[config.mk]
export PLATFORM = sky130hd
export DESIGN_NAME = tsc_timing_select
export DESIGN_NICKNAME = d
export VERILOG_FILES = /design/src/rtl/tsc_pkg.sv /design/src/rtl/tsc_select_ctrl.sv /design/src/rtl/tsc_event_path.sv /design/src/rtl/tsc_timing_select.sv
export SDC_FILE = /design/constraint.sdc
export NUM_CORES = 1
export LEC_CHECK = 0
export ABC_AREA = 1
export BUFFER_PORTS_ARGS = -buffer_cell sky130_fd_sc_hd__clkbuf_2
export CORE_MARGIN = 2
export CORE_UTILIZATION = 40
export CTS_CLUSTER_DIAMETER = 120
export DETAILED_ROUTE_END_ITERATION = 6
export PLACE_DENSITY = 0.54
export SLEW_MARGIN = 20
export SYNTH_ARGS = -nofsm -noshare
export SYNTH_HDL_FRONTEND = slang
export SYNTH_SLANG_ARGS = --single-unit
[constraint.sdc]
create_clock -name clk -period 13.89 [get_ports clk]
set_input_delay 1.389 -clock clk [delete_from_list [all_inputs] [get_ports clk]]
set_output_delay 1.389 -clock clk [all_outputs]
set_load 0.01 [all_outputs]
[src/rtl/tsc_pkg.sv]
package tsc_pkg;
  localparam int NUM_EXT = 3;

  typedef enum logic [1:0] {
    SRC_PKT   = 2'd0,
    SRC_PHY   = 2'd1,
    SRC_PPS   = 2'd2,
    SRC_LOCAL = 2'd3
  } src_e;

  typedef enum logic [1:0] {
    ST_LOCKED   = 2'd0,
    ST_HOLDOVER = 2'd1,
    ST_DEGRADED = 2'd2,
    ST_OOS      = 2'd3
  } lock_e;

  typedef enum logic [2:0] {
    RSN_NONE  = 3'd0,
    RSN_LOS   = 3'd1,
    RSN_QUAL  = 3'd2,
    RSN_PRIO  = 3'd3,
    RSN_FORCE = 3'd4
  } reason_e;

  typedef struct packed {
    logic    doSwitch;
    reason_e reason;
    src_e    newSrc;
    logic    holdRun;
  } ctl_strobe_t;
endpackage

[src/rtl/tsc_select_ctrl.sv]
module tsc_select_ctrl
  import tsc_pkg::*;
#(
  parameter int TE_W   = 24,
  parameter int QUAL_W = 16
) (
  input  logic                clk,
  input  logic                rstN,
  input  logic [NUM_EXT-1:0]  extValid,
  input  logic [NUM_EXT-1:0]  extGood,
  input  logic [QUAL_W-1:0]   qualTime,
  input  logic                forceEn,
  input  logic [1:0]          forceSrc,
  input  logic [TE_W-1:0]     teMag,
  input  logic [TE_W-1:0]     degThresh,
  input  logic [TE_W-1:0]     oosThresh,
  output src_e                selSrc,
  output lock_e               lockState,
  output logic                alarm,
  output ctl_strobe_t         strobe
);
  logic [NUM_EXT-1:0] usable;
  logic [NUM_EXT-1:0] qualified;
  logic [3:0]         usable4;
  logic [3:0]         valid4;
  logic [3:0]         qual4;
  src_e               best;
  src_e               nextSel;
  lock_e              nextState;
  logic               doSw;
  reason_e            rsn;

  assign usable  = extValid & extGood;
  assign usable4 = {{(4-NUM_EXT){1'b0}}, usable};
  assign valid4  = {{(4-NUM_EXT){1'b0}}, extValid};
  assign qual4   = {{(4-NUM_EXT){1'b0}}, qualified};

  // per-source qualification timers
  for (genvar i = 0; i < NUM_EXT; i++) begin : g_qual
    logic [QUAL_W-1:0] upCnt;
    always_ff @(posedge clk or negedge rstN) begin
      if (!rstN)                upCnt <= '0;
      else if (!usable[i])      upCnt <= '0;
      else if (upCnt < qualTime) upCnt <= upCnt + 1'b1;
    end
    assign qualified[i] = usable[i] && (upCnt >= qualTime);
  end

  // fixed priority: lowest code first
  always_comb begin
    best = SRC_LOCAL;
    for (int i = NUM_EXT - 1; i >= 0; i--) begin
      if (qualified[i]) best = src_e'(2'(i));
    end
  end

  always_comb begin
    doSw    = 1'b0;
    rsn     = RSN_NONE;
    nextSel = selSrc;
    if (forceEn) begin
      if (src_e'(forceSrc) != selSrc) begin
        doSw    = 1'b1;
        rsn     = RSN_FORCE;
        nextSel = src_e'(forceSrc);
      end
    end else if (selSrc != SRC_LOCAL && !usable4[selSrc]) begin
      doSw    = 1'b1;
      rsn     = valid4[selSrc] ? RSN_QUAL : RSN_LOS;
      nextSel = best;
    end else if (best < selSrc) begin
      doSw    = 1'b1;
      rsn     = RSN_PRIO;
      nextSel = best;
    end
  end

  always_comb begin
    if (nextSel == SRC_LOCAL || !usable4[nextSel]) nextState = ST_HOLDOVER;
    else if (doSw)                                 nextState = ST_LOCKED;
    else if (teMag >= oosThresh)                   nextState = ST_OOS;
    else if (teMag >= degThresh)                   nextState = ST_DEGRADED;
    else                                           nextState = ST_LOCKED;
  end

  assign strobe.doSwitch = doSw;
  assign strobe.reason   = rsn;
  assign strobe.newSrc   = nextSel;
  assign strobe.holdRun  = (nextState == ST_HOLDOVER) && (lockState == ST_HOLDOVER);

  always_ff @(posedge clk or negedge rstN) begin
    if (!rstN) begin
      selSrc    <= SRC_LOCAL;
      lockState <= ST_HOLDOVER;
      alarm     <= 1'b1;
    end else begin
      selSrc    <= nextSel;
      lockState <= nextState;
      alarm     <= (nextState != ST_LOCKED);
    end
  end

  // local selection always means holdover
  assert_hold_on_local_R5: assert property (@(posedge clk) disable iff (!rstN)
    (selSrc == SRC_LOCAL) |-> (lockState == ST_HOLDOVER));

  // a priority switch only targets a qualified source
  assert_prio_qualified_R3: assert property (@(posedge clk) disable iff (!rstN)
    (doSw && rsn == RSN_PRIO) |-> qual4[nextSel]);

  // forced selection is never overridden
  assert_force_follows_R9: assert property (@(posedge clk) disable iff (!rstN)
    forceEn |=> (selSrc == src_e'($past(forceSrc))));
endmodule

[src/rtl/tsc_event_path.sv]
module tsc_event_path
  import tsc_pkg::*;
#(
  parameter int TE_W       = 24,
  parameter int HOLD_W     = 32,
  parameter int CNT_W      = 16,
  parameter int TS_W       = 32,
  parameter int FIFO_DEPTH = 8,
  localparam int EV_W      = TS_W + 5,
  localparam int PTR_W     = $clog2(FIFO_DEPTH)
) (
  input  logic                   clk,
  input  logic                   rstN,
  input  ctl_strobe_t            strobe,
  input  logic signed [TE_W-1:0] teSample,
  input  logic                   teStrobe,
  input  logic                   evPop,
  output logic [TE_W-1:0]        teMag,
  output logic [HOLD_W-1:0]      holdCount,
  output logic [CNT_W-1:0]       switchCount,
  output logic                   evValid,
  output logic [EV_W-1:0]        evData
);
  localparam logic [PTR_W:0]   FULL_C = (PTR_W + 1)'(FIFO_DEPTH);
  localparam logic [PTR_W-1:0] LAST_C = PTR_W'(FIFO_DEPTH - 1);

  logic [TE_W-1:0]  absVal;
  logic [TS_W-1:0]  tsCnt;
  logic [EV_W-1:0]  mem [FIFO_DEPTH];
  logic [PTR_W-1:0] rdPtr, wrPtr;
  logic [PTR_W:0]   fillCnt;
  logic             doPop, doPush;

  assign absVal = teSample[TE_W-1] ? TE_W'(-teSample) : TE_W'(teSample);

  always_ff @(posedge clk or negedge rstN) begin
    if (!rstN) begin
      teMag       <= '0;
      holdCount   <= '0;
      tsCnt       <= '0;
      switchCount <= '0;
    end else begin
      tsCnt <= tsCnt + 1'b1;
      if (strobe.doSwitch) teMag <= '0;
      else if (teStrobe)   teMag <= absVal;
      if (!strobe.holdRun)  holdCount <= '0;
      else if (!(&holdCount)) holdCount <= holdCount + 1'b1;
      if (strobe.doSwitch) switchCount <= switchCount + 1'b1;
    end
  end

  assign doPop  = evPop && (fillCnt != '0);
  assign doPush = strobe.doSwitch && ((fillCnt < FULL_C) || doPop);

  always_ff @(posedge clk) begin
    if (doPush) mem[wrPtr] <= {tsCnt, strobe.reason, strobe.newSrc};
  end

  always_ff @(posedge clk or negedge rstN) begin
    if (!rstN) begin
      rdPtr   <= '0;
      wrPtr   <= '0;
      fillCnt <= '0;
    end else begin
      if (doPop)  rdPtr <= (rdPtr == LAST_C) ? '0 : rdPtr + 1'b1;
      if (doPush) wrPtr <= (wrPtr == LAST_C) ? '0 : wrPtr + 1'b1;
      if (doPush && !doPop)      fillCnt <= fillCnt + 1'b1;
      else if (doPop && !doPush) fillCnt <= fillCnt - 1'b1;
    end
  end

  assign evValid = (fillCnt != '0);
  assign evData  = mem[rdPtr];

  // counter advances by one per switch and holds otherwise
  assert_switch_count_R10: assert property (@(posedge clk) disable iff (!rstN)
    strobe.doSwitch |=> (switchCount == $past(switchCount) + 1'b1));
  assert_switch_hold_R10: assert property (@(posedge clk) disable iff (!rstN)
    !strobe.doSwitch |=> $stable(switchCount));

  // occupancy never exceeds depth
  assert_no_overflow_R11: assert property (@(posedge clk) disable iff (!rstN)
    fillCnt <= FULL_C);
endmodule

[src/rtl/tsc_timing_select.sv]
module tsc_timing_select
  import tsc_pkg::*;
#(
  parameter int TE_W       = 24,
  parameter int QUAL_W     = 16,
  parameter int HOLD_W     = 32,
  parameter int CNT_W      = 16,
  parameter int TS_W       = 32,
  parameter int FIFO_DEPTH = 8,
  localparam int EV_W      = TS_W + 5
) (
  input  logic                   clk,
  input  logic                   rstN,
  input  logic [2:0]             extValid,
  input  logic [2:0]             extGood,
  input  logic signed [TE_W-1:0] teSample,
  input  logic                   teStrobe,
  input  logic [TE_W-1:0]        degThresh,
  input  logic [TE_W-1:0]        oosThresh,
  input  logic [QUAL_W-1:0]      qualTime,
  input  logic                   forceEn,
  input  logic [1:0]             forceSrc,
  input  logic                   evPop,
  output logic [1:0]             selSrc,
  output logic [1:0]             lockState,
  output logic                   alarm,
  output logic [HOLD_W-1:0]      holdCount,
  output logic [CNT_W-1:0]       switchCount,
  output logic                   evValid,
  output logic [EV_W-1:0]        evData
);
  ctl_strobe_t     strobe;
  logic [TE_W-1:0] teMag;
  src_e            selE;
  lock_e           lockE;

  tsc_select_ctrl #(.TE_W(TE_W), .QUAL_W(QUAL_W)) u_ctrl (
    .clk(clk), .rstN(rstN), .extValid(extValid), .extGood(extGood),
    .qualTime(qualTime), .forceEn(forceEn), .forceSrc(forceSrc),
    .teMag(teMag), .degThresh(degThresh), .oosThresh(oosThresh),
    .selSrc(selE), .lockState(lockE), .alarm(alarm), .strobe(strobe)
  );

  tsc_event_path #(
    .TE_W(TE_W), .HOLD_W(HOLD_W), .CNT_W(CNT_W), .TS_W(TS_W), .FIFO_DEPTH(FIFO_DEPTH)
  ) u_path (
    .clk(clk), .rstN(rstN), .strobe(strobe), .teSample(teSample),
    .teStrobe(teStrobe), .evPop(evPop), .teMag(teMag), .holdCount(holdCount),
    .switchCount(switchCount), .evValid(evValid), .evData(evData)
  );

  assign selSrc    = selE;
  assign lockState = lockE;

  // alarm register agrees with the state register
  assert_alarm_state_R6: assert property (@(posedge clk) disable iff (!rstN)
    alarm == (lockState != 2'd0));

  // holdover timer is idle outside holdover
  assert_hold_idle_R7: assert property (@(posedge clk) disable iff (!rstN)
    (lockState != 2'd1) |-> (holdCount == '0));
endmodule

==> results of run 1 <==
[registers in the layout (all words and copies together), names as in the netlist]
register / count
u_path.switchCount: 16
u_ctrl.g_qual.upCnt: 48
u_path.rdPtr: 3
u_path.teMag: 24
u_ctrl.selSrc: 2
u_path.mem: 296
u_path.tsCnt: 32
u_ctrl.alarm: 1
u_path.holdCount: 32
u_path.fillCnt: 4
u_path.wrPtr: 3
u_ctrl.lockState: 2
[critical path, delay by kind of cell]
family	cells	cell delay [ns]
buffers and inverters	5	0.37
XOR/XNOR	1	0.12
adder cells (fa/ha/maj)	4	1.13
AND/OR/NAND/NOR	13	1.37
AO/OA/AOI/OAI	4	1.20
[area by class of cell]
class | instances | area (µm²)
Multi-Input combinational cell | 1472 | 8243
Timing Repair Buffer | 207 | 1082
Fill cell | 5173 | 29370
Inverter | 223 | 839.6
Clock inverter | 29 | 280.3
Antenna cell | 1 | 2.502
Sequential cell | 463 | 13080
Clock buffer | 65 | 1369
Tap cell | 748 | 935.9
[cell usage after synthesis, drive strengths merged, types with 32 or more instances]
cell type / instances / area [µm²]
nand3: 72 / 392.9
a21oi: 89 / 452.9
clkbuf: 64 / 240.2
xor2: 55 / 481.7
inv: 223 / 837.1
a31oi: 41 / 256.5
o22ai: 37 / 231.5
xnor2: 32 / 287.8
o21ai: 223 / 1116
nor2: 418 / 1642
dfrtp: 163 / 4079
nand2: 248 / 948.4
nor3: 43 / 220.2
edfxtp: 296 / 8889
ha: 112 / 1401
[where the power goes]
part           switching [mW]  leakage [nW]  internal [mW]
Sequential             0.0884          5.35           1.60
Combinational           0.807          4.90          0.384
Clock                   0.553         0.803          0.789
[worst min path at each step]
| stage | startpoint | endpoint |
|---|---|---|
| 6_report | u_ctrl.g_qual[2].upCnt[15] | u_ctrl.g_qual[2].upCnt[15] |
| 5_1_grt | u_ctrl.g_qual[2].upCnt[15] | u_ctrl.g_qual[2].upCnt[15] |
| 4_1_cts | u_ctrl.g_qual[2].upCnt[15] | u_ctrl.g_qual[2].upCnt[15] |
| 3_5_place_dp | u_ctrl.g_qual[2].upCnt[15] | u_ctrl.g_qual[2].upCnt[15] |
| 3_3_place_gp | u_ctrl.g_qual[2].upCnt[15] | u_ctrl.g_qual[2].upCnt[15] |
| 2_1_floorplan | u_ctrl.g_qual[2].upCnt[15] | u_ctrl.g_qual[2].upCnt[15] |
[layer usage]
metal,routed length (µm),vias up,share of wire
met3,2698,86,0.048
li1,-,8048,-
met1,25350,7753,0.45
met2,26460,313,0.47
met5,0,-,0
met4,1283,0,0.023
[cell families (layout without fill, tap and decap cells)]
logic type,count (synthesis),in the layout,share of synthesized area
compound gates,437,437,0.1084
xor+xnor,87,87,0.03436
fa+ha+maj,113,113,0.06346
buf+inv,298,524,0.05095
flops,463,463,0.5837
mux,1,1,0.0005028
other cells,0,1,0
simple gates,834,834,0.1586
[stage by stage]
stage                     worst slack, ns  hold WS (ns)  utilization
after floorplan                     8.445        0.4375            -
after global placement              8.227        0.4690       0.4380
after detailed placement            8.052        0.4719       0.4380
after CTS                           8.674        0.4804       0.4679
after global routing                8.204        0.5357       0.4679
final                               8.739        0.4771       0.4679
==> Flow_metrics.wiki, run 1 <==
{| class="wikitable"
! Metric !! Value
|-
| Number of global-route vias before repair || 16093
|-
| Cell area after placement || 24180 µm²
|-
| Fmax || 194.1 MHz
|-
| Number of placement rows || 86
|-
| Worst hold-check path type || reg2reg
|-
| Number of buffers on the longest clock path || 3
|-
| Most common cell after layout, fill and taps aside || sky130_fd_sc_hd__nor2_1
|-
| Core region area || 55200 µm²
|-
| Power per unit of standard cell area || 163.2 nW/µm²
|-
| TritonCTS clock tree || done
|-
| Worst setup path endpoint || u_path.fillCnt[3]
|-
| Gate count after technology mapping || 2233
|-
| Floorplan die area || 57900 µm²
|-
| Initial antenna violation count || 1
|-
| Count of flip-flops with a built-in enable after synthesis || 296
|-
| Flop-to-flop setup slack || 9.25 ns
|-
| Chip Height || 240.6 µm
|-
| Length of the first detailed-routing pass in iterations || 4
|-
| Later-pin clock latency in the skew report || 0.59 ns
|-
| Min cycle time layout || 5.151 ns
|-
| Arrival time at the worst endpoint || 5.62 ns
|-
| Number of library cell types mapped by synthesis || 51
|-
| CTS HTree Levels || 2
|-
| Area delta synth->final || 15.33%
|-
| Via total after detailed routing || 16200
|-
| Max cap viols || 0
|-
| Endpoint class of the critical path || register
|-
| Root Buffer || sky130_fd_sc_hd__clkbuf_16
|-
| Worst reg2reg path startpoint || u_ctrl.g_qual[0].upCnt[15]
|-
| Async set-reset flop share out of synthesis || 0.3607
|-
| Synth warnings || 0
|-
| Clock slew at reported path FFs || 0.06 ns
|-
| Number of cells in the design after placement || 3113
|-
| Measured slew at the worst slew-check pin || 1.041 ns
|-
| Layout Nets || 2632
|-
| Finished Layout Cells || 3208
|-
| CTS resizes || 0
|-
| P_leak || 11.06 nW
|-
| Tcrit/Tclk final || 0.3709
|-
| CTS hold repair buffers || 0
|-
| Most instantiated flip-flop cell in the synthesis netlist || sky130_fd_sc_hd__edfxtp_1
|-
| Max stage delay on crit path || 0.62 ns
|-
| Clock buffer count from CTS || 51
|-
| Remaining max-slew budget at the tightest pin || 0.3061
|-
| Syn nets || 2447
|-
| Worst Skew || 0.01545 ns
|-
| Cell area after layout || 25830 µm²
|-
| Largest fanout on the critical path || 12
|-
| Drt drc || 0
|-
| Die Wd || 240.6 µm
|-
| Via density per instance || 5.050
|-
| Worst-case reg-to-reg path depth || 25
|-
| Wire length reported by the detailed router || 55790 µm
|-
| Io pins || 192
|-
| VDD IR-drop max || 0.00009137 V
|-
| Total negative setup slack || 0 ns
|-
| Worst-path cell with the longest stage delay || sky130_fd_sc_hd__a21oi_2
|-
| Overflow left after global routing || 0
|-
| DRC marker count from the first detailed-route iteration || 865
|-
| Result of the run || complete, no violations
|-
| Average wire length per cell after detail routing || 17.39 µm
|-
| Most common cell on crit path || sky130_fd_sc_hd__nand2_1
|-
| Met3 track demand over resource in global routing || 0.03786
|-
| Post-layout power || 4.216 mW
|-
| Critical Path Source Type || input port
|-
| Syn Std Cell Area || 22400 µm²
|-
| Unrepaired setup endpoints after global routing || false
|-
| Global routing's busiest layer || met2
|-
| Mapped Avg Cell Area || 10.03 µm²
|-
| Wire length of the first global-routing pass || 88440 µm
|-
| Share of final-layout standard cells stronger than drive strength 1 || 0.1399
|-
| RePlAce Congestion || 0.8694
|-
| Clock net sink count || 463
|-
| Largest net degree at the start of global routing || 98
|-
| Max-slew violation count || 0
|-
| Required time reported for the critical path endpoint || 14.36 ns
|-
| Reg-to-reg critical path endpoint || u_path.fillCnt[3]
|-
| Classification of the worst setup path || in2reg
|-
| Worst hold stages || 1
|-
| Initial core utilization || 0.4057
|-
| Met2 routing resource usage after global routing || 0.3252
|-
| Number of flip-flops and latches in the synthesized netlist || 463
|-
| Detailed Place HPWL || 36070 µm
|-
| Hold Violations, Final || 0
|-
| Critical Path Start || qualTime[15]
|-
| Portion of the post-synthesis area used by sequential elements || 0.5837
|-
| Number of port buffers || 191
|-
| Leading cell types in the layout, fill and taps excluded || sky130_fd_sc_hd__nor2_1 (397), sky130_fd_sc_hd__edfxtp_1 (296), sky130_fd_sc_hd__nand2_1 (241), sky130_fd_sc_hd__o21ai_0 (222), sky130_fd_sc_hd__inv_1 (216)
|-
| GR Util All Layers || 0.1948
|-
| DRT antenna net count || 0
|-
| Met1 Track Usage GR || 0.2594
|-
| Number of buffers added for setup after CTS || 0
|-
| Setup violation total in the final timing report || 0
|}
Power figures use the tool's default switching activity.
==> run 2, diff against run 1 <==
--- a/config.mk
+++ b/config.mk
@@ -5,7 +5,7 @@
 export SDC_FILE = /design/constraint.sdc
 export NUM_CORES = 1
 export LEC_CHECK = 0
-export ABC_AREA = 1
+export ABC_AREA = 0
 export BUFFER_PORTS_ARGS = -buffer_cell sky130_fd_sc_hd__clkbuf_2
 export CORE_MARGIN = 2
 export CORE_UTILIZATION = 40
==> constraint.sdc (replaced) <==
create_clock -name clk -period 4.93 [get_ports clk]
set_input_delay 0.493 -clock clk [delete_from_list [all_inputs] [get_ports clk]]
set_output_delay 0.493 -clock clk [all_outputs]
set_load 0.01 [all_outputs]
==> run 2 against run 1 <==
  * Sequential share of layout area rose by 0.54 points
  * Synthesized cell count decreased by 29%
  * Sequential power rose to 3.1 times the previous value
  * Global-route usage decreased by 1.5 points
  * Die area down 2.0%
  * Synthesized area is 2.0% lower
  * Clock skew increased by 0.013 ns
  * First-iteration DRC count is 26% lower
  * Via count is 17% lower
  * Utilization is 0.53 points higher
  * Power grew to 2.8 times the previous value
  * Largest cell class unchanged
  * Largest power group unchanged
  * Highest routed layer unchanged
==> Flow_metrics.wiki, run 2 <==
{| class="wikitable"
! Metric !! Value
|-
| Register with the most flip-flops || u_path.mem (unchanged)
|-
| DRT antenna net count || 0 (unchanged)
|-
| Detailed Place HPWL || 32360 µm (was 36070 µm)
|-
| Measured slew at the worst slew-check pin || 1.095 ns (was 1.041 ns)
|-
| Worst hold-check path type || in2reg (was reg2reg)
|-
| Most frequent cell after synthesis || sky130_fd_sc_hd__edfxtp_1 (was sky130_fd_sc_hd__nor2_1)
|-
| Clock buffer count from CTS || 50 (was 51)
|-
| Critical Path Source Type || register (was input port)
|-
| Switching part of the total power || 0.2962 (was 0.3434)
|-
| Layout Nets || 2005 (was 2632)
|-
| Syn nets || 1789 (was 2447)
|-
| Filler cell count in the final layout || 4842 (was 5173)
|-
| Via density per instance || 5.286 (was 5.050)
|-
| Number of global-route vias before repair || 14202 (was 16093)
|-
| Setup Slack @ Placement || 0.1626 ns (was 8.052 ns)
|-
| Cell type contributing the most total cell area after synthesis || sky130_fd_sc_hd__edfxtp_1 (unchanged)
|-
| Gate count after technology mapping || 1575 (was 2233)
|-
| Floorplan die area || 56750 µm² (was 57900 µm²)
|-
| Core region area || 54030 µm² (was 55200 µm²)
|-
| Sequential cell area || 13080 µm² (about the same)
|-
| Finished Core Util || 0.4732 (was 0.4679)
|-
| Syn Std Cell Area || 21940 µm² (was 22400 µm²)
|-
| Via total after detailed routing || 13368 (was 16200)
|-
| Fmax || 225.5 MHz
|-
| Share of final-layout standard cells stronger than drive strength 1 || 0.2515 (was 0.1399)
|-
| Most instantiated flip-flop cell in the synthesis netlist || sky130_fd_sc_hd__edfxtp_1 (unchanged)
|-
| Number of flip-flops and latches in the synthesized netlist || 463 (unchanged)
|-
| Proportion of power drawn by flip-flops and latches || 0.441 (was 0.399)
|-
| Worst Hold Margin || 0.2088 ns (was 0.4771 ns)
|-
| TritonCTS clock tree || done (unchanged)
|-
| Classification of the worst setup path || reg2reg (was in2reg)
|-
| Remaining max-slew budget at the tightest pin || 0.2703 (was 0.3061)
|-
| Min cycle time layout || 4.434 ns
|-
| CTS HTree Levels || 2 (unchanged)
|-
| Max-slew violation count || 0 (unchanged)
|-
| Leading cell types in the layout, fill and taps excluded || sky130_fd_sc_hd__edfxtp_1 (296), sky130_fd_sc_hd__clkbuf_2 (190), sky130_fd_sc_hd__dfrtp_1 (160), sky130_fd_sc_hd__ha_1 (112), sky130_fd_sc_hd__nor2_1 (102) (was sky130_fd_sc_hd__nor2_1 (397), sky130_fd_sc_hd__edfxtp_1 (296), sky130_fd_sc_hd__nand2_1 (241), sky130_fd_sc_hd__o21ai_0 (222), sky130_fd_sc_hd__inv_1 (216))
|-
| Post-layout power || 11.77 mW (was 4.216 mW)
|-
| Endpoint class of the critical path || register (unchanged)
|-
| Count of flip-flops with a built-in enable after synthesis || 296 (unchanged)
|-
| Most common library cells after synthesis || sky130_fd_sc_hd__edfxtp_1 (296), sky130_fd_sc_hd__dfrtp_1 (163), sky130_fd_sc_hd__ha_1 (112), sky130_fd_sc_hd__nor2_1 (102), sky130_fd_sc_hd__inv_1 (86) (was sky130_fd_sc_hd__nor2_1 (405), sky130_fd_sc_hd__edfxtp_1 (296), sky130_fd_sc_hd__nand2_1 (241), sky130_fd_sc_hd__o21ai_0 (222), sky130_fd_sc_hd__inv_1 (219))
|-
| Length of the first detailed-routing pass in iterations || 5 (was 4)
|-
| Wire length reported by the detailed router || 49890 µm (was 55790 µm)
|-
| Setup violation total in the final timing report || 0 (unchanged)
|-
| Power share of the clock group || 0.314 (was 0.318)
|-
| P_leak || 10.18 nW (was 11.06 nW)
|-
| Most common cell after layout, fill and taps aside || sky130_fd_sc_hd__edfxtp_1 (was sky130_fd_sc_hd__nor2_1)
|-
| Portion of the post-synthesis area used by sequential elements || 0.5957 (was 0.5837)
|-
| Crit path setup slack, layout || 0.4959 ns (was 8.739 ns)
|-
| Initial antenna violation count || 0 (was 1)
|-
| Number of placement rows || 85 (was 86)
|-
| Result of the run || complete, no violations (unchanged)
|-
| DRC marker count from the first detailed-route iteration || 637 (was 865)
|-
| Largest fanout on the critical path || 5 (was 12)
|-
| Largest registers || u_path.mem (296), u_ctrl.g_qual.upCnt (48) (unchanged)
|-
| Synth warnings || 0 (unchanged)
|-
| GR Util All Layers || 0.1796 (was 0.1948)
|-
| Number of buffers on the longest clock path || 3 (unchanged)
|-
| Area delta synth->final || 16.50% (was 15.33%)
|-
| Footprint of the multi-input gates || 8436 µm² (was 8243 µm²)
|-
| Root Buffer || sky130_fd_sc_hd__clkbuf_16 (unchanged)
|-
| Overflow left after global routing || 0 (unchanged)
|-
| Largest cells by area after synthesis || sky130_fd_sc_hd__edfxtp_1 (41%), sky130_fd_sc_hd__dfrtp_1 (19%), sky130_fd_sc_hd__mux4_2 (7.6%) (was sky130_fd_sc_hd__edfxtp_1 (40%), sky130_fd_sc_hd__dfrtp_1 (18%), sky130_fd_sc_hd__nor2_1 (6.8%))
|-
| Number of library cell types mapped by synthesis || 70 (was 51)
|-
| Arrival time at the worst endpoint || 4.91 ns (was 5.62 ns)
|-
| Unrepaired setup endpoints after global routing || false (unchanged)
|-
| Post-synth top area share || 0.4050 (was 0.3969)
|-
| Mapped Avg Cell Area || 13.93 µm² (was 10.03 µm²)
|-
| Flip-flop count of the largest register after layout || 296 (unchanged)
|-
| VDD IR-drop max || 0.0004611 V (was 0.00009137 V)
|-
| Combinational power share || 0.245 (was 0.282)
|-
| Required time reported for the critical path endpoint || 5.41 ns (was 14.36 ns)
|-
| Hold Violations, Final || 0 (unchanged)
|-
| Power per unit of standard cell area || 460.4 nW/µm² (was 163.2 nW/µm²)
|-
| Largest net degree at the start of global routing || 91 (was 98)
|-
| Async set-reset flop share out of synthesis || 0.3607 (unchanged)
|-
| Io pins || 192 (unchanged)
|-
| Drt drc || 0 (unchanged)
|-
| Int Power || 8.284 mW (was 2.768 mW)
|-
| Number of diodes added for antenna fixing || 0 (was 1)
|-
| Tcrit/Tclk final || 0.8994
|-
| Number of buffers added for setup after CTS || 0 (unchanged)
|-
| Initial core utilization || 0.4062 (was 0.4057)
|-
| Number of port buffers || 191 (unchanged)
|-
| Max cap viols || 0 (unchanged)
|-
| Clock slew at reported path FFs || 0.06 ns (about the same)
|-
| Die Wd || 238.2 µm (was 240.6 µm)
|-
| Wire length of the first global-routing pass || 79630 µm (was 88440 µm)
|-
| Total negative setup slack || 0 ns (unchanged)
|-
| Later-pin clock latency in the skew report || 0.60 ns (was 0.59 ns)
|-
| Worst Skew || 0.02891 ns (was 0.01545 ns)
|-
| RePlAce Congestion || 0.8403 (was 0.8694)
|-
| Clock net sink count || 463 (unchanged)
|-
| Average wire length per cell after detail routing || 19.73 µm (was 17.39 µm)
|-
| Sw Pwr || 3.486 mW (was 1.448 mW)
|-
| Chip Height || 238.2 µm (was 240.6 µm)
|}
==> run 2: final cells by class <==
class                   instances  area share
well taps                     696     0.03406
inverters                      87     0.01277
multi-input cells             974      0.3300
clock buffers                  71     0.05398
repair buffers                215     0.04870
flip-flops and latches        463      0.5117
clock inverters                23    0.008858
==> run 2: per-stage QoR <==
stage,cells,area (µm²)
floorplan,1575,21990
global placement,2434,23950
global route,2529,25570
finish,2529,25570
CTS,2529,25570
detailed placement,2434,23950
==> run 2: final timing paths <==
path	startpoint	end	slack [ns]	cells after the start
worst min-delay path	teSample[0]	u_path.teMag[0]	0.21	3
worst max register to register	u_ctrl.g_qual[1].upCnt[11]	u_path.fillCnt[3]	0.50	20
worst max-delay path	u_ctrl.g_qual[1].upCnt[11]	u_path.fillCnt[3]	0.50	20
min in group asynchronous	rstN	u_ctrl.g_qual[0].upCnt[10]	0.53	2
worst min register to register	u_path.switchCount[15]	u_path.switchCount[15]	0.48	1
max in group asynchronous	rstN	u_path.holdCount[8]	3.19	3
==> run 2: critical path: stages, from the launching register on <==
cell and delay [ns]:
sky130_fd_sc_hd__dfrtp_1 0.44, sky130_fd_sc_hd__ha_1 0.34, sky130_fd_sc_hd__nand4_1 0.16, sky130_fd_sc_hd__nor4_1 0.39, sky130_fd_sc_hd__a2111oi_0 0.13, sky130_fd_sc_hd__a31oi_1 0.36
sky130_fd_sc_hd__nor2_1 0.12, sky130_fd_sc_hd__ha_1 0.34, sky130_fd_sc_hd__o21ai_1 0.14, sky130_fd_sc_hd__nor3_1 0.41, sky130_fd_sc_hd__a21oi_4 0.12, sky130_fd_sc_hd__nand2_2 0.10
sky130_fd_sc_hd__inv_2 0.05, sky130_fd_sc_hd__ha_1 0.22, sky130_fd_sc_hd__inv_1 0.11, sky130_fd_sc_hd__ha_1 0.24, sky130_fd_sc_hd__a21o_1 0.15, sky130_fd_sc_hd__a21oi_1 0.16
sky130_fd_sc_hd__xnor2_1 0.13, sky130_fd_sc_hd__nor2_1 0.06, sky130_fd_sc_hd__xor2_1 0.14
==> run 2: per-layer routing <==
layer | global-route usage | up-vias | share of wire
met2 | 0.3019 | 248 | 0.48
met3 | 0.03228 | 71 | 0.042
met1 | 0.2376 | 6681 | 0.45
met4 | 0.05511 | 0 | 0.023
li1 | - | 6368 | -
met5 | 0 | - | 0
==> run 2: logic make-up (layout without fill, tap and decap cells) <==
| logic type | Yosys count | count (layout) | share of synthesized area |
|---|---|---|---|
| AOI/OAI and AO/OA | 175 | 175 | 0.05337 |
| DFF | 463 | 463 | 0.5957 |
| and+or+nand+nor | 426 | 426 | 0.1050 |
| xor gates and xnor gates | 135 | 135 | 0.05388 |
| adders and majority gates | 113 | 113 | 0.06477 |
| buffers and inverters | 138 | 396 | 0.02503 |
| muxes | 125 | 125 | 0.1022 |
==> run 2: what timing repair did <==
action                     CTS  global route
hold endpoints to repair    10             0
resized for setup            0             1
hold buffers                 1             0
setup endpoints to repair    0             1
==> run 2: power groups by stage <==
stage	Combinational, mW	Sequential, mW	Clock [mW]
detailed placement	2.97	5.29	0
finish	2.89	5.19	3.69
floorplan	2.09	4.96	0
global route	3.17	5.27	3.96
global placement	2.94	5.27	0
CTS	2.98	5.21	3.81
==> run 3, diff against run 2 <==
--- a/config.mk
+++ b/config.mk
@@ -5,10 +5,11 @@
 export SDC_FILE = /design/constraint.sdc
 export NUM_CORES = 1
 export LEC_CHECK = 0
-export ABC_AREA = 0
+export ABC_AREA = 1
 export BUFFER_PORTS_ARGS = -buffer_cell sky130_fd_sc_hd__clkbuf_2
 export CORE_MARGIN = 2
 export CORE_UTILIZATION = 40
+export CTS_BUF_LIST = sky130_fd_sc_hd__clkbuf_16
 export CTS_CLUSTER_DIAMETER = 120
 export DETAILED_ROUTE_END_ITERATION = 6
 export PLACE_DENSITY = 0.54
==> run 3 against run 2 <==
  * Hold slack got worse by 0.20 ns
  * Maximum frequency rose by 5.0%
  * Cell area increased by 1.8%
  * Via count rose by 22%
  * First-iteration DRC count increased by 59%
  * Sequential cell count is the same
  * Clock skew rose by 0.012 ns
  * Worst setup slack better by 0.21 ns
  * Critical endpoint unchanged
  * Highest routed layer unchanged
==> Flow_metrics.wiki, run 3 (same netlist as run 1, synthesis figures left out) <==
{| class="wikitable"
! Metric !! Value
|-
| Endpoint class of the critical path || register (unchanged)
|-
| Reg-to-reg critical path endpoint || u_path.fillCnt[3] (unchanged)
|-
| Most common cell on crit path || sky130_fd_sc_hd__nand2_1 (was sky130_fd_sc_hd__ha_1)
|-
| DRC marker count from the first detailed-route iteration || 1016 (was 637)
|-
| Number of global-route vias before repair || 16095 (was 14202)
|-
| CTS resizes || 0 (unchanged)
|-
| Filler cell count in the final layout || 5181 (was 4842)
|-
| CTS hold repair buffers || 0 (was 1)
|-
| Wire length reported by the detailed router || 55140 µm (was 49890 µm)
|-
| Drt drc || 0 (unchanged)
|-
| Required time reported for the critical path endpoint || 5.40 ns (was 5.41 ns)
|-
| VDD IR-drop max || 0.0003286 V (was 0.0004611 V)
|-
| Share of final-layout standard cells stronger than drive strength 1 || 0.1418 (was 0.2515)
|-
| Wire length of the first global-routing pass || 88110 µm (was 79630 µm)
|-
| Later-pin clock latency in the skew report || 0.61 ns (was 0.60 ns)
|-
| Die Wd || 240.6 µm (was 238.2 µm)
|-
| Number of buffers on the longest clock path || 3 (unchanged)
|-
| Area delta synth->final || 16.25% (was 16.50%)
|-
| Worst hold-check path type || in2async (was in2reg)
|-
| Detailed Place HPWL || 36010 µm (was 32360 µm)
|-
| GR Util All Layers || 0.1942 (was 0.1796)
|-
| Length of the first detailed-routing pass in iterations || 5 (unchanged)
|-
| Initial core utilization || 0.4057 (was 0.4062)
|-
| Max stage delay on crit path || 0.45 ns (was 0.44 ns)
|-
| Arrival time at the worst endpoint || 4.69 ns (was 4.91 ns)
|-
| Classification of the worst setup path || reg2reg (unchanged)
|-
| Worst reg2reg path startpoint || u_ctrl.g_qual[0].upCnt[8] (was u_ctrl.g_qual[1].upCnt[11])
|-
| Flop-to-flop setup slack || 0.71 ns (was 0.50 ns)
|-
| Largest net degree at the start of global routing || 89 (was 91)
|-
| Layout Nets || 2640 (was 2005)
|-
| Largest registers || u_path.mem (296), u_ctrl.g_qual.upCnt (48) (unchanged)
|-
| Largest fanout on the critical path || 9 (was 5)
|-
| Leading cell types in the layout, fill and taps excluded || sky130_fd_sc_hd__nor2_1 (397), sky130_fd_sc_hd__edfxtp_1 (296), sky130_fd_sc_hd__nand2_1 (241), sky130_fd_sc_hd__inv_1 (228), sky130_fd_sc_hd__o21ai_0 (222) (was sky130_fd_sc_hd__edfxtp_1 (296), sky130_fd_sc_hd__clkbuf_2 (190), sky130_fd_sc_hd__dfrtp_1 (160), sky130_fd_sc_hd__ha_1 (112), sky130_fd_sc_hd__nor2_1 (102))
|-
| Hold Violations, Final || 0 (unchanged)
|-
| Root Buffer || sky130_fd_sc_hd__clkbuf_16 (unchanged)
|-
| Worst Hold Margin || 0.01297 ns (was 0.2088 ns)
|-
| Crit path setup slack, layout || 0.7084 ns (was 0.4959 ns)
|-
| Number of diodes added for antenna fixing || 0 (unchanged)
|-
| CTS HTree Levels || 2 (unchanged)
|-
| Fmax || 236.9 MHz (was 225.5 MHz)
|-
| Core region area || 55200 µm² (was 54030 µm²)
|-
| Setup Slack @ Placement || 0.5258 ns (was 0.1626 ns)
|-
| Max-slew violation count || 0 (unchanged)
|-
| Measured slew at the worst slew-check pin || 0.9897 ns (was 1.095 ns)
|-
| Initial antenna violation count || 0 (unchanged)
|-
| Floorplan die area || 57900 µm² (was 56750 µm²)
|-
| Max cap viols || 0 (unchanged)
|-
| Number of buffers added for setup after CTS || 0 (unchanged)
|-
| Post-layout power || 12.04 mW (was 11.77 mW)
|-
| Remaining max-slew budget at the tightest pin || 0.3392 (was 0.2703)
|-
| Flip-flop count of the largest register after layout || 296 (unchanged)
|-
| RePlAce Congestion || 0.8549 (was 0.8403)
|-
| Io pins || 192 (unchanged)
|-
| Average wire length per cell after detail routing || 17.14 µm (was 19.73 µm)
|-
| Via total after detailed routing || 16249 (was 13368)
|-
| Clock buffer count from CTS || 52 (was 50)
|-
| Via density per instance || 5.051 (was 5.286)
|-
| Most common cell after layout, fill and taps aside || sky130_fd_sc_hd__nor2_1 (was sky130_fd_sc_hd__edfxtp_1)
|-
| Chip Height || 240.6 µm (was 238.2 µm)
|-
| Tcrit/Tclk final || 0.8563 (was 0.8994)
|-
| Number of port buffers || 191 (unchanged)
|-
| Clock net sink count || 463 (unchanged)
|-
| Power per unit of standard cell area || 462.4 nW/µm² (was 460.4 nW/µm²)
|-
| Min cycle time layout || 4.222 ns (was 4.434 ns)
|-
| Critical Path Source Type || register (unchanged)
|-
| Number of placement rows || 86 (was 85)
|-
| Total negative setup slack || 0 ns (unchanged)
|-
| Clock slew at reported path FFs || 0.06 ns (about the same)
|-
| DRT antenna net count || 0 (unchanged)
|-
| Worst-path cell with the longest stage delay || sky130_fd_sc_hd__dfrtp_1 (unchanged)
|-
| P_leak || 11.19 nW (was 10.18 nW)
|-
| Setup violation total in the final timing report || 0 (unchanged)
|-
| Unrepaired setup endpoints after global routing || false (unchanged)
|-
| Critical path cell sequence || ha_1 > nand4_1 > nor3_1 > a21oi_1 > nand3_1 > nand2_1 > nand2_1 > inv_1 > ha_1 > nand2_1 > nand2_1 > nand2_1 > a21oi_2 > a21oi_2 > ha_1 > inv_1 > ha_1 > and3_1 > a211oi_1 > nor2_1 > nor2_1 > nand2_1 > xnor2_1 (was ha_1 > nand4_1 > nor4_1 > a2111oi_0 > a31oi_1 > nor2_1 > ha_1 > o21ai_1 > nor3_1 > a21oi_4 > nand2_2 > inv_2 > ha_1 > inv_1 > ha_1 > a21o_1 > a21oi_1 > xnor2_1 > nor2_1 > xor2_1)
|-
| Result of the run || complete, no violations (unchanged)
|-
| Register with the most flip-flops || u_path.mem (unchanged)
|-
| Overflow left after global routing || 0 (unchanged)
|-
| TritonCTS clock tree || done (unchanged)
|-
| Worst-case reg-to-reg path depth || 23 (was 20)
|-
| Worst Skew || 0.04062 ns (was 0.02891 ns)
|}
[run 3: changes by cell type in the layout (fill, tap and decap cells not counted), sizes merged, moves of 42 or more]
cell   before  now
mux4       74    0
a21oi      45   89
nand2      81  248
mux2       43    1
nor2      102  418
inv        89  237
o21ai      43  223
[run 3: final cells by class]
type / count / area (µm²) / area share
inverter: 223 / 839.6 / 0.03225
multi-input combinational: 1472 / 8243 / 0.3166
tap: 748 / 935.9 / 0.03595
sequential: 463 / 13080 / 0.5023
clock buffer: 52 / 1301 / 0.04998
clock inverter: 45 / 427.9 / 0.01644
timing repair buffer: 214 / 1210 / 0.04647
[run 3: how the worst max path moves through the flow]
stage	start	to	slack (ns)	cells after the start
3_3_place_gp	qualTime[15]	u_path.fillCnt[3]	0.59	27
6_report	u_ctrl.g_qual[0].upCnt[8]	u_path.fillCnt[3]	0.71	23
3_5_place_dp	qualTime[15]	u_path.fillCnt[3]	0.53	27
2_1_floorplan	qualTime[11]	u_path.mem[0][0]	0.38	17
5_1_grt	u_ctrl.g_qual[0].upCnt[8]	u_path.fillCnt[3]	0.30	23
4_1_cts	u_ctrl.g_qual[0].upCnt[8]	u_path.fillCnt[3]	0.74	23
[run 3: per-stage QoR]
step	cells	util	instance area [µm²]
floorplan	2233	-	22400
global placement	3120	0.4403	24310
detailed placement	3120	0.4403	24310
CTS	3217	0.4716	26040
global route	3217	0.4716	26040
finish	3217	0.4716	26040
[run 3: worst max-delay path, delay by kind of cell, from the launching register on]
kind            cells  cell delay (ns)
xor+xnor            1             0.12
fa+ha+maj           4             1.14
simple gates       12             1.39
buf+inv             2             0.16
compound gates      4             0.80
flops               1             0.45
[run 3: where the power goes]
part | internal, mW | switching, mW | leakage (nW)
registers | 4.49 | 0.260 | 5.35
logic | 1.12 | 2.26 | 4.95
clock network | 2.29 | 1.61 | 0.885
total | 7.90 | 4.14 | 11.2
[run 3: routing by layer]
layer  GRT usage  vias up  share of wire
met2      0.3212      326           0.47
met5           0        -              0
li1            -     8083              -
met3     0.03454       95          0.049
met4     0.06832        0          0.030
met1      0.2572     7745           0.45
